`src/rtl/alu8_pkg.sv`:
```
`timescale 1ns/1ps
package alu8_pkg;
  typedef enum logic [2:0] {
    OP_CLR   = 3'd0,
    OP_BSUBA = 3'd1,
    OP_ASUBB = 3'd2,
    OP_ADD   = 3'd3,
    OP_XOR   = 3'd4,
    OP_OR    = 3'd5,
    OP_AND   = 3'd6,
    OP_SET   = 3'd7
  } alu_op_e;

  typedef struct packed {
    logic c;
    logic v;
    logic z;
  } alu_flags_t;

  function automatic logic is_arith(alu_op_e op);
    return (op == OP_ADD) || (op == OP_ASUBB) || (op == OP_BSUBA);
  endfunction
endpackage

```
`src/rtl/alu8_operand_mux.sv`:
```
`timescale 1ns/1ps
module alu8_operand_mux
  import alu8_pkg::*;
#(
  parameter int WIDTH = 8
) (
  input  alu_op_e           op,
  input  logic [WIDTH-1:0]  a,
  input  logic [WIDTH-1:0]  b,
  output logic [WIDTH-1:0]  x,
  output logic [WIDTH-1:0]  y
);
  always_comb begin
    unique case (op)
      OP_ASUBB: begin x = a; y = ~b; end
      OP_BSUBA: begin x = b; y = ~a; end
      default:  begin x = a; y = b;  end
    endcase
  end
endmodule

```
`src/rtl/alu8_ripple_add.sv`:
```
`timescale 1ns/1ps
module alu8_ripple_add #(
  parameter int WIDTH = 8
) (
  input  logic [WIDTH-1:0] x,
  input  logic [WIDTH-1:0] y,
  input  logic             cin,
  output logic [WIDTH-1:0] sum,
  output logic             c_out,
  output logic             c_msb_in
);
  logic [WIDTH:0] chain;
  assign chain[0] = cin;

  genvar i;
  generate
    for (i = 0; i < WIDTH; i++) begin : g_fa
      assign sum[i]     = x[i] ^ y[i] ^ chain[i];
      assign chain[i+1] = (x[i] & y[i]) | (chain[i] & (x[i] ^ y[i]));
    end
  endgenerate

  assign c_out    = chain[WIDTH];
  assign c_msb_in = chain[WIDTH-1];
endmodule

```
`src/rtl/alu8_logic_unit.sv`:
```
`timescale 1ns/1ps
module alu8_logic_unit
  import alu8_pkg::*;
#(
  parameter int WIDTH = 8
) (
  input  alu_op_e          op,
  input  logic [WIDTH-1:0] a,
  input  logic [WIDTH-1:0] b,
  output logic [WIDTH-1:0] y
);
  always_comb begin
    unique case (op)
      OP_XOR:  y = a ^ b;
      OP_OR:   y = a | b;
      OP_AND:  y = a & b;
      OP_SET:  y = '1;
      default: y = '0;
    endcase
  end
endmodule

```
`src/rtl/alu8_flag_reg.sv`:
```
`timescale 1ns/1ps
module alu8_flag_reg
  import alu8_pkg::*;
(
  input  logic       clk,
  input  logic       rst_n,
  input  logic       load,
  input  alu_flags_t d,
  output alu_flags_t q
);
  always_ff @(posedge clk or negedge rst_n) begin
    if (!rst_n)    q <= '0;
    else if (load) q <= d;
  end
endmodule

```
`src/rtl/alu8_core.sv`:
```
`timescale 1ns/1ps
module alu8_core
  import alu8_pkg::*;
#(
  parameter int WIDTH = 8
) (
  input  logic             clk,
  input  logic             rst_n,
  input  logic [WIDTH-1:0] a_in,
  input  logic [WIDTH-1:0] b_in,
  input  logic             carry_in,
  input  logic [2:0]       func,
  input  logic             flag_load,
  output logic [WIDTH-1:0] result,
  output logic             carry_o,
  output logic             ovf_o,
  output logic             zero_o
);
  alu_op_e          op;
  logic [WIDTH-1:0] add_x, add_y, add_sum, lu_y;
  logic             add_c, add_c7;
  logic             arith;
  alu_flags_t       next_f, cur_f;

  assign op    = alu_op_e'(func);
  assign arith = is_arith(op);

  alu8_operand_mux #(.WIDTH(WIDTH)) u_mux (
    .op(op), .a(a_in), .b(b_in), .x(add_x), .y(add_y)
  );

  alu8_ripple_add #(.WIDTH(WIDTH)) u_add (
    .x(add_x), .y(add_y), .cin(carry_in),
    .sum(add_sum), .c_out(add_c), .c_msb_in(add_c7)
  );

  alu8_logic_unit #(.WIDTH(WIDTH)) u_lu (
    .op(op), .a(a_in), .b(b_in), .y(lu_y)
  );

  assign result = arith ? add_sum : lu_y;

  always_comb begin
    next_f.c = arith & add_c;
    next_f.v = arith & (add_c ^ add_c7);
    next_f.z = ~|result;
  end

  alu8_flag_reg u_flags (
    .clk(clk), .rst_n(rst_n), .load(flag_load), .d(next_f), .q(cur_f)
  );

  assign carry_o = cur_f.c;
  assign ovf_o   = cur_f.v;
  assign zero_o  = cur_f.z;
endmodule

```
`config.mk`:
```
export PLATFORM = sky130hd
export DESIGN_NAME = alu8_core
export DESIGN_NICKNAME = d
export VERILOG_FILES = /design/src/rtl/alu8_pkg.sv /design/src/rtl/alu8_operand_mux.sv /design/src/rtl/alu8_ripple_add.sv /design/src/rtl/alu8_logic_unit.sv /design/src/rtl/alu8_flag_reg.sv /design/src/rtl/alu8_core.sv
export SDC_FILE = /design/constraint.sdc
export NUM_CORES = 1
export LEC_CHECK = 0
export BUFFER_PORTS_ARGS = -buffer_cell sky130_fd_sc_hd__buf_4
export CAP_MARGIN = 30
export CORE_UTILIZATION = 37
export DETAILED_ROUTE_END_ITERATION = 16
export GPL_TIMING_DRIVEN = 0
export PLACE_DENSITY = 0.56
export SLEW_MARGIN = 20
export SYNTH_ARGS = -nofsm -noshare
export SYNTH_HDL_FRONTEND = slang
export SYNTH_SLANG_ARGS = --single-unit
```
`constraint.sdc`:
```
create_clock -name clk -period 6.2 [get_ports clk]
set_input_delay 0.62 -clock clk [delete_from_list [all_inputs] [get_ports clk]]
set_output_delay 0.62 -clock clk [all_outputs]
set_load 0.005 [all_outputs]
```
==> flow_summary.json, run 1 <==
{
  "criticalPathCategory": "in2out",
  "cts_tree": "built",
  "p_total_w": 0.000188,
  "fin_crit_sh": 0.942,
  "synth_ff_type": "dfrtp_1",
  "cpPeakStageDelay_ns": 0.43,
  "setup_viol": 0,
  "drive_gt1_frac": 0.263,
  "routed_wirelength_um": 3210,
  "insertion_delay_ns": 0.24,
  "worstPathRequired_ns": 5.58,
  "seq_area_frac_synth": 0.0632,
  "numCtsBuffers": 3,
  "hp-class": "in2async",
  "crit_fanout": 10,
  "slew_headroom": 0.668,
  "postCtsSetupRepairBufs": 0,
  "met3_usage": 0.0374,
  "largestRegisters": "u_flags.q x3",
  "grt_pass1_vias": 1208,
  "drv_cap": 0,
  "initial_core_util": 0.389,
  "drt_iter0_markers": 54,
  "layout.nets": 234,
  "synth_cells": 150,
  "die_y_um": 58.7,
  "grt_pass1_wl_um": 5520,
  "power.leakage_nw": 0.737,
  "cts-root-buf": "clkbuf_4",
  "cts_buffer_depth": 2,
  "yosys_register_bits": 3,
  "worst_pin_slew_ns": 0.497,
  "clock_sinks": 3,
  "synth-edff-count": 0,
  "gp_congestion": 0.790,
  "critPathMostFrequentCell": "fa_1",
  "dieArea_mm2": 0.00344,
  "grt_max_degree": 11,
  "cp_top_family": "adder cells",
  "htreeDepth": 1,
  "layout_setup_ws_ns": 0.361,
  "syn-num-nets": 197,
  "clock_skew_ns": 0,
  "core-area_mm2": 0.00305,
  "async_flop_share": 1.00,
  "n_antenna_cell": 0,
  "vias": 1206,
  "rrSetupSlack_ns": 5.44,
  "rr_startpoint": "u_flags.q[1]",
  "io_pins": 34,
  "grt_util_all_layers": 0.209,
  "cts.clk_slew.worst_paths_ns": 0.04,
  "ir_worst_vdd_uv": 43.8,
  "hold_viol_final": 0,
  "wl_per_cell_um": 13.9,
  "startpoint": "func[0]",
  "busiest_layer": "met2",
  "period_needed_ns": 5.84,
  "avgSynthCellArea_um2": 7.92,
  "drc": 0,
  "met2_usage": 0.358,
  "syn_area_mm2": 0.00119,
  "fmax_mhz": 171,
  "use_met1": 0.271,
  "r2r_end": "u_flags.q[1]",
  "dp_hpwl_um": 2550,
  "rsz0062_at_grt": "no",
  "powerDensity_mw_per_mm2": 124,
  "grt_overflow": 0,
  "yosys_warnings": 0,
  "rr_worst_depth": 1,
  "postRouteAntennaNets": 0,
  "status": "finished, final reports clean",
  "syn_to_final_growth_pct": 27.8,
  "die_w_um": 58.7,
  "final_max_slew_viol_count": 0,
  "cp.arrival_ns": 5.22,
  "finalSetupTns_ns": 0,
  "dp_slack_ns": 0.296,
  "path_buf_inv": 9,
  "end_kind": "primary output",
  "synth_cell_types": 34,
  "path_cells": "buf_4, buf_6, nor2b_1, clkbuf_4, and2b_1, clkbuf_4, nand2_1, o21ai_1, fa_1, inv_1, fa_1, fa_1, fa_1, inv_1, fa_1, inv_1, fa_1, inv_1, fa_1, fa_1, o22ai_1, a21oi_1, a21o_1, buf_4",
  "largest_register_ffs": 3,
  "drt_first_pass_iters": 4,
  "io_buffers": 32,
  "rows": 20,
  "via_per_inst": 5.24,
  "start_kind": "primary input",
  "final_util": 0.498,
  "cp.depth": 24,
  "slowest_stage": "fa_1",
  "grt_antenna_before_repair": 0,
  "regMostFlops": "u_flags.q"
}
## cell type report
| cell class | instances | area (um^2) |
|---|---|---|
| fillers | 316 | 1530 |
| clock buffers | 4 | 26.3 |
| well taps | 44 | 55.1 |
| plain buffers | 10 | 80.1 |
| inverters | 25 | 93.8 |
| multi-input cells | 112 | 948 |
| repair buffers | 32 | 240 |
| flip-flops and latches | 3 | 75.1 |
## per-layer routing
| metal | vias up | share of wire |
|---|---|---|
| met3 | 0 | 0.041 |
| li1 | 603 | - |
| met4 | 0 | 0 |
| met5 | - | 0 |
| met1 | 573 | 0.43 |
| met2 | 30 | 0.53 |
## worst max path at each step
stage | endpoint
after global placement | result[7]
after floorplan | result[7]
after CTS | result[7]
after global routing | result[7]
after detailed placement | result[7]
final | result[7]
## where the power goes
| group | leakage (nW) | internal, W | switching [W] |
|---|---|---|---|
| sequential | 0.0405 | 0.0000217 | 0.00000110 |
| clock | 0.0150 | 0.0000243 | 0.0000125 |
| combinational | 0.681 | 0.0000634 | 0.0000648 |
## timing repair
action | CTS | global route
resized for setup | 0 | 4
setup endpoints to repair | 0 | 1
hold buffers | 0 | 0
## cell families after synthesis
group,share of synthesized area
buf+inv,0.142
mux,0.0600
simple gates,0.106
flops,0.0632
fa+ha+maj,0.303
xor+xnor,0.00737
compound gates,0.318
## cells in the mapped netlist (all sizes together) (3+ instances only)
| cell | count | share of area |
|---|---|---|
| a22oi | 8 | 0.051 |
| dfrtp | 3 | 0.063 |
| nand2 | 8 | 0.025 |
| ha | 16 | 0.17 |
| nor2 | 4 | 0.019 |
| a21oi | 8 | 0.034 |
| fa | 8 | 0.13 |
| o22ai | 15 | 0.084 |
| inv | 25 | 0.079 |
| a21o | 3 | 0.019 |
| buf | 9 | 0.060 |
| mux2i | 6 | 0.051 |
| o21ai | 16 | 0.067 |
## through the flow
stage,std cells,area [um^2],hold slack (ns)
floorplan,150,1190,0.324
global placement,226,1480,0.410
detailed placement,226,1480,0.412
CTS,230,1510,0.150
global route,230,1520,0.145
finish,230,1520,0.162
## cells in the final DEF (no fill, tap or decap), types with 6 or more instances in the layout
| master | n |
|---|---|
| o21ai_0 | 11 |
| o22ai_1 | 14 |
| fa_1 | 8 |
| a21oi_1 | 7 |
| nand2_1 | 8 |
| ha_1 | 16 |
| buf_4 | 33 |
| a22oi_1 | 8 |
| inv_1 | 25 |
| mux2i_1 | 6 |
No activity file was read; power rests on OpenSTA's default activity.
==> run 2: changes to the inputs <==
- ABC_AREA: default -> 1
- CORE_ASPECT_RATIO: default -> 1.25
- CORE_UTILIZATION: 37 -> 30
- PLACE_DENSITY: 0.56 -> 0.47
==> flow_summary.json, run 2 <==
{
  "slew_headroom": 0.805,
  "grt_antenna_before_repair": 0,
  "postCtsSetupRepairBufs": 0,
  "worstPathRequired_ns": 5.58,
  "ir_worst_vdd_uv": 101,
  "crit_fanout": 10,
  "largestRegisters": "u_flags.q x3",
  "cts_tree": "built",
  "layout.nets": 257,
  "cp.arrival_ns": 4.95,
  "largest_register_ffs": 3,
  "hold_viol_final": 0,
  "initial_core_util": 0.322,
  "drv_cap": 0,
  "p_total_w": 0.000200,
  "grt_pass1_wl_um": 5840,
  "grt_overflow": 0,
  "synthMostInstantiatedCell": "inv_1",
  "synth_top_area_cell": "ha_1",
  "grt_util_all_layers": 0.180,
  "cts.clk_slew.worst_paths_ns": 0.03,
  "core-area_mm2": 0.00360,
  "drt_first_pass_iters": 10,
  "rsz0062_at_grt": "no",
  "final_cell_mix": "inv_1, buf_4, nand2_1, nand3_1, ha_1",
  "vias": 1277,
  "syn_area_mm2": 0.00116,
  "dp_hpwl_um": 2820,
  "insertion_delay_ns": 0.22,
  "cts_resized": 0,
  "grt_pass1_vias": 1300,
  "die_y_um": 71.6,
  "worst_pin_slew_ns": 0.292,
  "dp_slack_ns": 0.561,
  "regMostFlops": "u_flags.q",
  "met3_usage": 0.00722,
  "critPathMostFrequentCell": "fa_1",
  "htreeDepth": 1,
  "final_max_slew_viol_count": 0,
  "met2_usage": 0.346,
  "synth_cell_types": 23,
  "syn-num-nets": 220,
  "numCtsBuffers": 3,
  "drc": 2,
  "setup_viol": 0,
  "fin_crit_sh": 0.898,
  "final_cells": 248,
  "status": "finished, violations left",
  "synth.area.top_cells": "ha_1, fa_1, inv_1",
  "postCtsHoldBufs": 0,
  "final_util": 0.415,
  "layout_commonest_cell": "inv_1",
  "fillerInstances": 391,
  "dp.cells": 244,
  "power.leakage_nw": 0.815,
  "fmax_mhz": 180,
  "clock_sinks": 3,
  "criticalPathCategory": "in2out",
  "r2r_end": "u_flags.q[0]",
  "die_w_um": 57.6,
  "cts-root-buf": "clkbuf_8",
  "dieArea_mm2": 0.00412,
  "period_needed_ns": 5.57,
  "rrSetupSlack_ns": 5.46,
  "io_pins": 34,
  "synth_ff_type": "dfrtp_1",
  "wl_per_cell_um": 14.3,
  "finalSetupTns_ns": 0,
  "synth-edff-count": 0,
  "postRouteAntennaNets": 0,
  "yosys_register_bits": 3,
  "via_per_inst": 5.15,
  "rr_startpoint": "u_flags.q[0]",
  "rows": 24,
  "start_kind": "primary input",
  "gp_congestion": 0.810,
  "cts_buffer_depth": 2,
  "path_cells": "buf_4, inv_1, nand3_1, buf_2, o21ai_0, fa_1, inv_1, fa_1, fa_1, fa_1, inv_1, fa_1, inv_1, fa_1, inv_1, fa_1, fa_1, nand2_1, nand4_1, buf_4",
  "drt_iter0_markers": 60,
  "end_kind": "primary output",
  "clock_skew_ns": 0,
  "grt_max_degree": 11,
  "synth_cells": 173,
  "synth_top_area_share": 0.172,
  "n_antenna_cell": 0,
  "powerDensity_mw_per_mm2": 133,
  "hp-class": "in2async",
  "async_flop_share": 1.00,
  "violations": "DRC",
  "layout_setup_ws_ns": 0.629,
  "busiest_layer": "met2",
  "use_met1": 0.209,
  "seq_area_frac_synth": 0.0647,
  "avgSynthCellArea_um2": 6.71,
  "rr_worst_depth": 3,
  "syn_to_final_growth_pct": 28.8,
  "synth.top_cells.by_count": "inv_1, nand2_1, nand3_1",
  "yosys_warnings": 0,
  "cpPeakStageDelay_ns": 0.43,
  "io_buffers": 32,
  "drive_gt1_frac": 0.239,
  "routed_wirelength_um": 3540,
  "slowest_stage": "fa_1"
}
run 2: cell count changes after synthesis, sizes merged, moves of 3 or more:
cell   change
o22ai     -11
nand2     +17
inv       +18
mux2i      -6
a22oi      -8
nand3     +21
nor2       +6
a21o       -3
o21ai      -4
nand4      +9
buf        -3
run 2: worst max-delay path by stage:
stage	from	endpoint	slack [ns]	depth (start not counted)
finish	func[2]	result[7]	0.63	20
detailed placement	func[2]	result[7]	0.56	20
CTS	func[2]	result[7]	0.56	20
floorplan	func[2]	result[7]	1.45	18
global route	func[2]	result[7]	0.33	20
global placement	func[2]	result[7]	0.58	20
run 2: cells by family after synthesis:
logic type / count (synthesis) / share of synthesized area
buffers and inverters: 49 / 0.172
and+or+nand+nor: 66 / 0.288
DFF: 3 / 0.0647
AOI/OAI and AO/OA: 31 / 0.165
adders and majority gates: 24 / 0.310
run 2: cell type report:
type / instances / area (um^2) / share of cell area
Tap cell: 39 / 48.8 / 0.0326
Timing Repair Buffer: 32 / 240 / 0.161
Buffer: 6 / 38.8 / 0.0259
Multi-Input combinational cell: 121 / 886 / 0.592
Sequential cell: 3 / 75.1 / 0.0502
Inverter: 43 / 161 / 0.108
Clock buffer: 4 / 45.0 / 0.0301
run 2: power by group:
part,switching (W),internal (W),leakage [nW],total (W)
clock,0.0000138,0.0000439,0.0228,0.0000577
sequential,0.00000104,0.0000215,0.0404,0.0000225
combinational,0.0000666,0.0000527,0.751,0.000119
run 2: per-layer routing:
layer	vias up	routed length (um)
met1	595	1480
met5	-	0
met2	37	1850
met3	5	136
li1	640	-
met4	0	64
run 2: critical path: cells and delay by family:
kind / cells / cell delay [ns]
simple gates: 3 / 0.47
buf+inv: 8 / 1.04
compound gates: 1 / 0.26
fa+ha+maj: 8 / 2.57
run 2: metrics by stage:
step	hold slack [ns]	cell area, um^2
final	0.182	1500
after global routing	0.183	1500
after CTS	0.179	1500
after detailed placement	0.411	1450
after global placement	0.411	1450
after floorplan	0.324	1160
==> run 3: changes to the inputs <==
- CELL_PAD_IN_SITES_DETAIL_PLACEMENT: default -> 1
- CELL_PAD_IN_SITES_GLOBAL_PLACEMENT: default -> 1
- PLACE_DENSITY: 0.47 -> 0.65
==> flow_summary.json, run 3 (synthesis gave the netlist of run 2 again) <==
{
  "status": "finished, violations left",
  "violations": "DRC",
  "grt_pass1_vias": 1412,
  "grt_pass1_wl_um": 6640,
  "clock_skew_ns": 0,
  "core-area_mm2": 0.00360,
  "switching_power_w": 0.0000821,
  "rrSetupSlack_ns": 5.45,
  "vias": 1281,
  "io_buffers": 32,
  "start_kind": "primary input",
  "drt_first_pass_iters": 10,
  "fmax_mhz": 176,
  "swShare": 0.409,
  "power.leakage_nw": 0.815,
  "p_int_w": 0.000119,
  "r2r_end": "u_flags.q[0]",
  "hp-class": "in2async",
  "rows": 24,
  "worst_pin_slew_ns": 0.292,
  "drive_gt1_frac": 0.239,
  "layout_commonest_cell": "inv_1",
  "final_cell_mix": "inv_1, buf_4, nand2_1, nand3_1, ha_1",
  "finalSetupTns_ns": 0,
  "drt_iter0_markers": 27,
  "powerDensity_mw_per_mm2": 134,
  "postCtsSetupRepairBufs": 0,
  "n_antenna_cell": 0,
  "cp.arrival_ns": 5.06,
  "grt_overflow": 0,
  "initial_core_util": 0.322,
  "postRouteAntennaNets": 0,
  "drc": 1,
  "p_comb_frac": 0.604,
  "largest_register_ffs": 3,
  "cts-root-buf": "clkbuf_8",
  "dp_hpwl_um": 3180,
  "htreeDepth": 1,
  "ir_worst_vdd_uv": 112,
  "worstPathRequired_ns": 5.58,
  "syn_to_final_growth_pct": 28.8,
  "grt_util_all_layers": 0.207,
  "largestRegisters": "u_flags.q x3",
  "criticalPathCategory": "in2out",
  "rr_startpoint": "u_flags.q[0]",
  "drv_cap": 0,
  "die_y_um": 71.6,
  "postCtsHoldBufs": 0,
  "slew_headroom": 0.803,
  "clock_sinks": 3,
  "p_total_w": 0.000201,
  "pwr-share-clk": 0.283,
  "cts_resized": 0,
  "io_pins": 34,
  "grt_max_degree": 11,
  "end_kind": "primary output",
  "numCtsBuffers": 3,
  "seq_power_share": 0.113,
  "insertion_delay_ns": 0.22,
  "startpoint": "func[2]",
  "gp_congestion": 0.750,
  "grt_antenna_before_repair": 0,
  "setup_viol": 0,
  "period_needed_ns": 5.68,
  "fin_crit_sh": 0.916,
  "final_max_slew_viol_count": 0,
  "dieArea_mm2": 0.00412,
  "cts.clk_slew.worst_paths_ns": 0.03,
  "cts_buffer_depth": 2,
  "cts_tree": "built",
  "crit_fanout": 10,
  "cp-endpoint": "result[7]",
  "wl_per_cell_um": 15.8,
  "routed_wirelength_um": 3920,
  "die_w_um": 57.6,
  "layout.nets": 257,
  "via_per_inst": 5.17,
  "rsz0062_at_grt": "no",
  "rr_worst_depth": 3,
  "hold_viol_final": 0,
  "regMostFlops": "u_flags.q"
}
-- run 3: cell counts in the layout (fill, tap and decap cells not counted) --
No cell type changed its count.
-- run 3: worst max-delay path, stage by stage --
cell	delay [ns]
buf_4	0.13
inv_1	0.21
nand3_1	0.29
buf_2	0.30
o221ai_1	0.27
fa_1	0.23
inv_1	0.05
fa_1	0.41
fa_1	0.40
fa_1	0.39
inv_1	0.08
fa_1	0.16
inv_1	0.05
fa_1	0.35
inv_1	0.11
fa_1	0.24
fa_1	0.42
nand2_1	0.08
nand4_1	0.12
buf_4	0.16
-- run 3: power by group through the flow --
stage	Sequential (W)	Combinational, W	Clock [W]
6_report	0.0000226	0.000121	0.0000569
5_1_grt	0.0000228	0.000140	0.0000606
4_1_cts	0.0000227	0.000125	0.0000582
3_5_place_dp	0.0000228	0.000124	0
3_3_place_gp	0.0000226	0.000119	0
2_1_floorplan	0.0000228	0.0000682	0
-- run 3: final cells by class --
type	instances	area, um^2
inverter	43	161
tap	39	48.8
fill	483	2110
sequential	3	75.1
buffer	6	38.8
clock buffer	4	45.0
timing repair buffer	32	240
multi-input combinational	121	886
-- run 3: how the worst min path moves through the flow --
stage / depth (start not counted) / endpoint
floorplan: 0 / u_flags.q[0]
CTS: 1 / u_flags.q[2]
detailed placement: 1 / u_flags.q[2]
finish: 1 / u_flags.q[0]
global route: 1 / u_flags.q[2]
global placement: 1 / u_flags.q[0]
-- run 3: per-stage QoR --
step	utilization	hold WS (ns)	instance area, um^2	worst slack [ns]	cells
after floorplan	-	0.324	1160	1.45	173
after global placement	0.402	0.412	1450	0.558	244
after detailed placement	0.402	0.412	1450	0.459	244
after CTS	0.415	0.183	1500	0.450	248
after global routing	0.415	0.182	1500	0.180	248
final	0.415	0.186	1500	0.520	248
-- run 3: per-layer routing --
layer	share of wire	wire length, um	vias to the layer above	track usage
met4	0.0089	35	0	0.0542
li1	-	-	641	-
met2	0.54	2140	20	0.404
met1	0.43	1670	618	0.244
met5	0	0	-	0
met3	0.019	76	2	0.00361
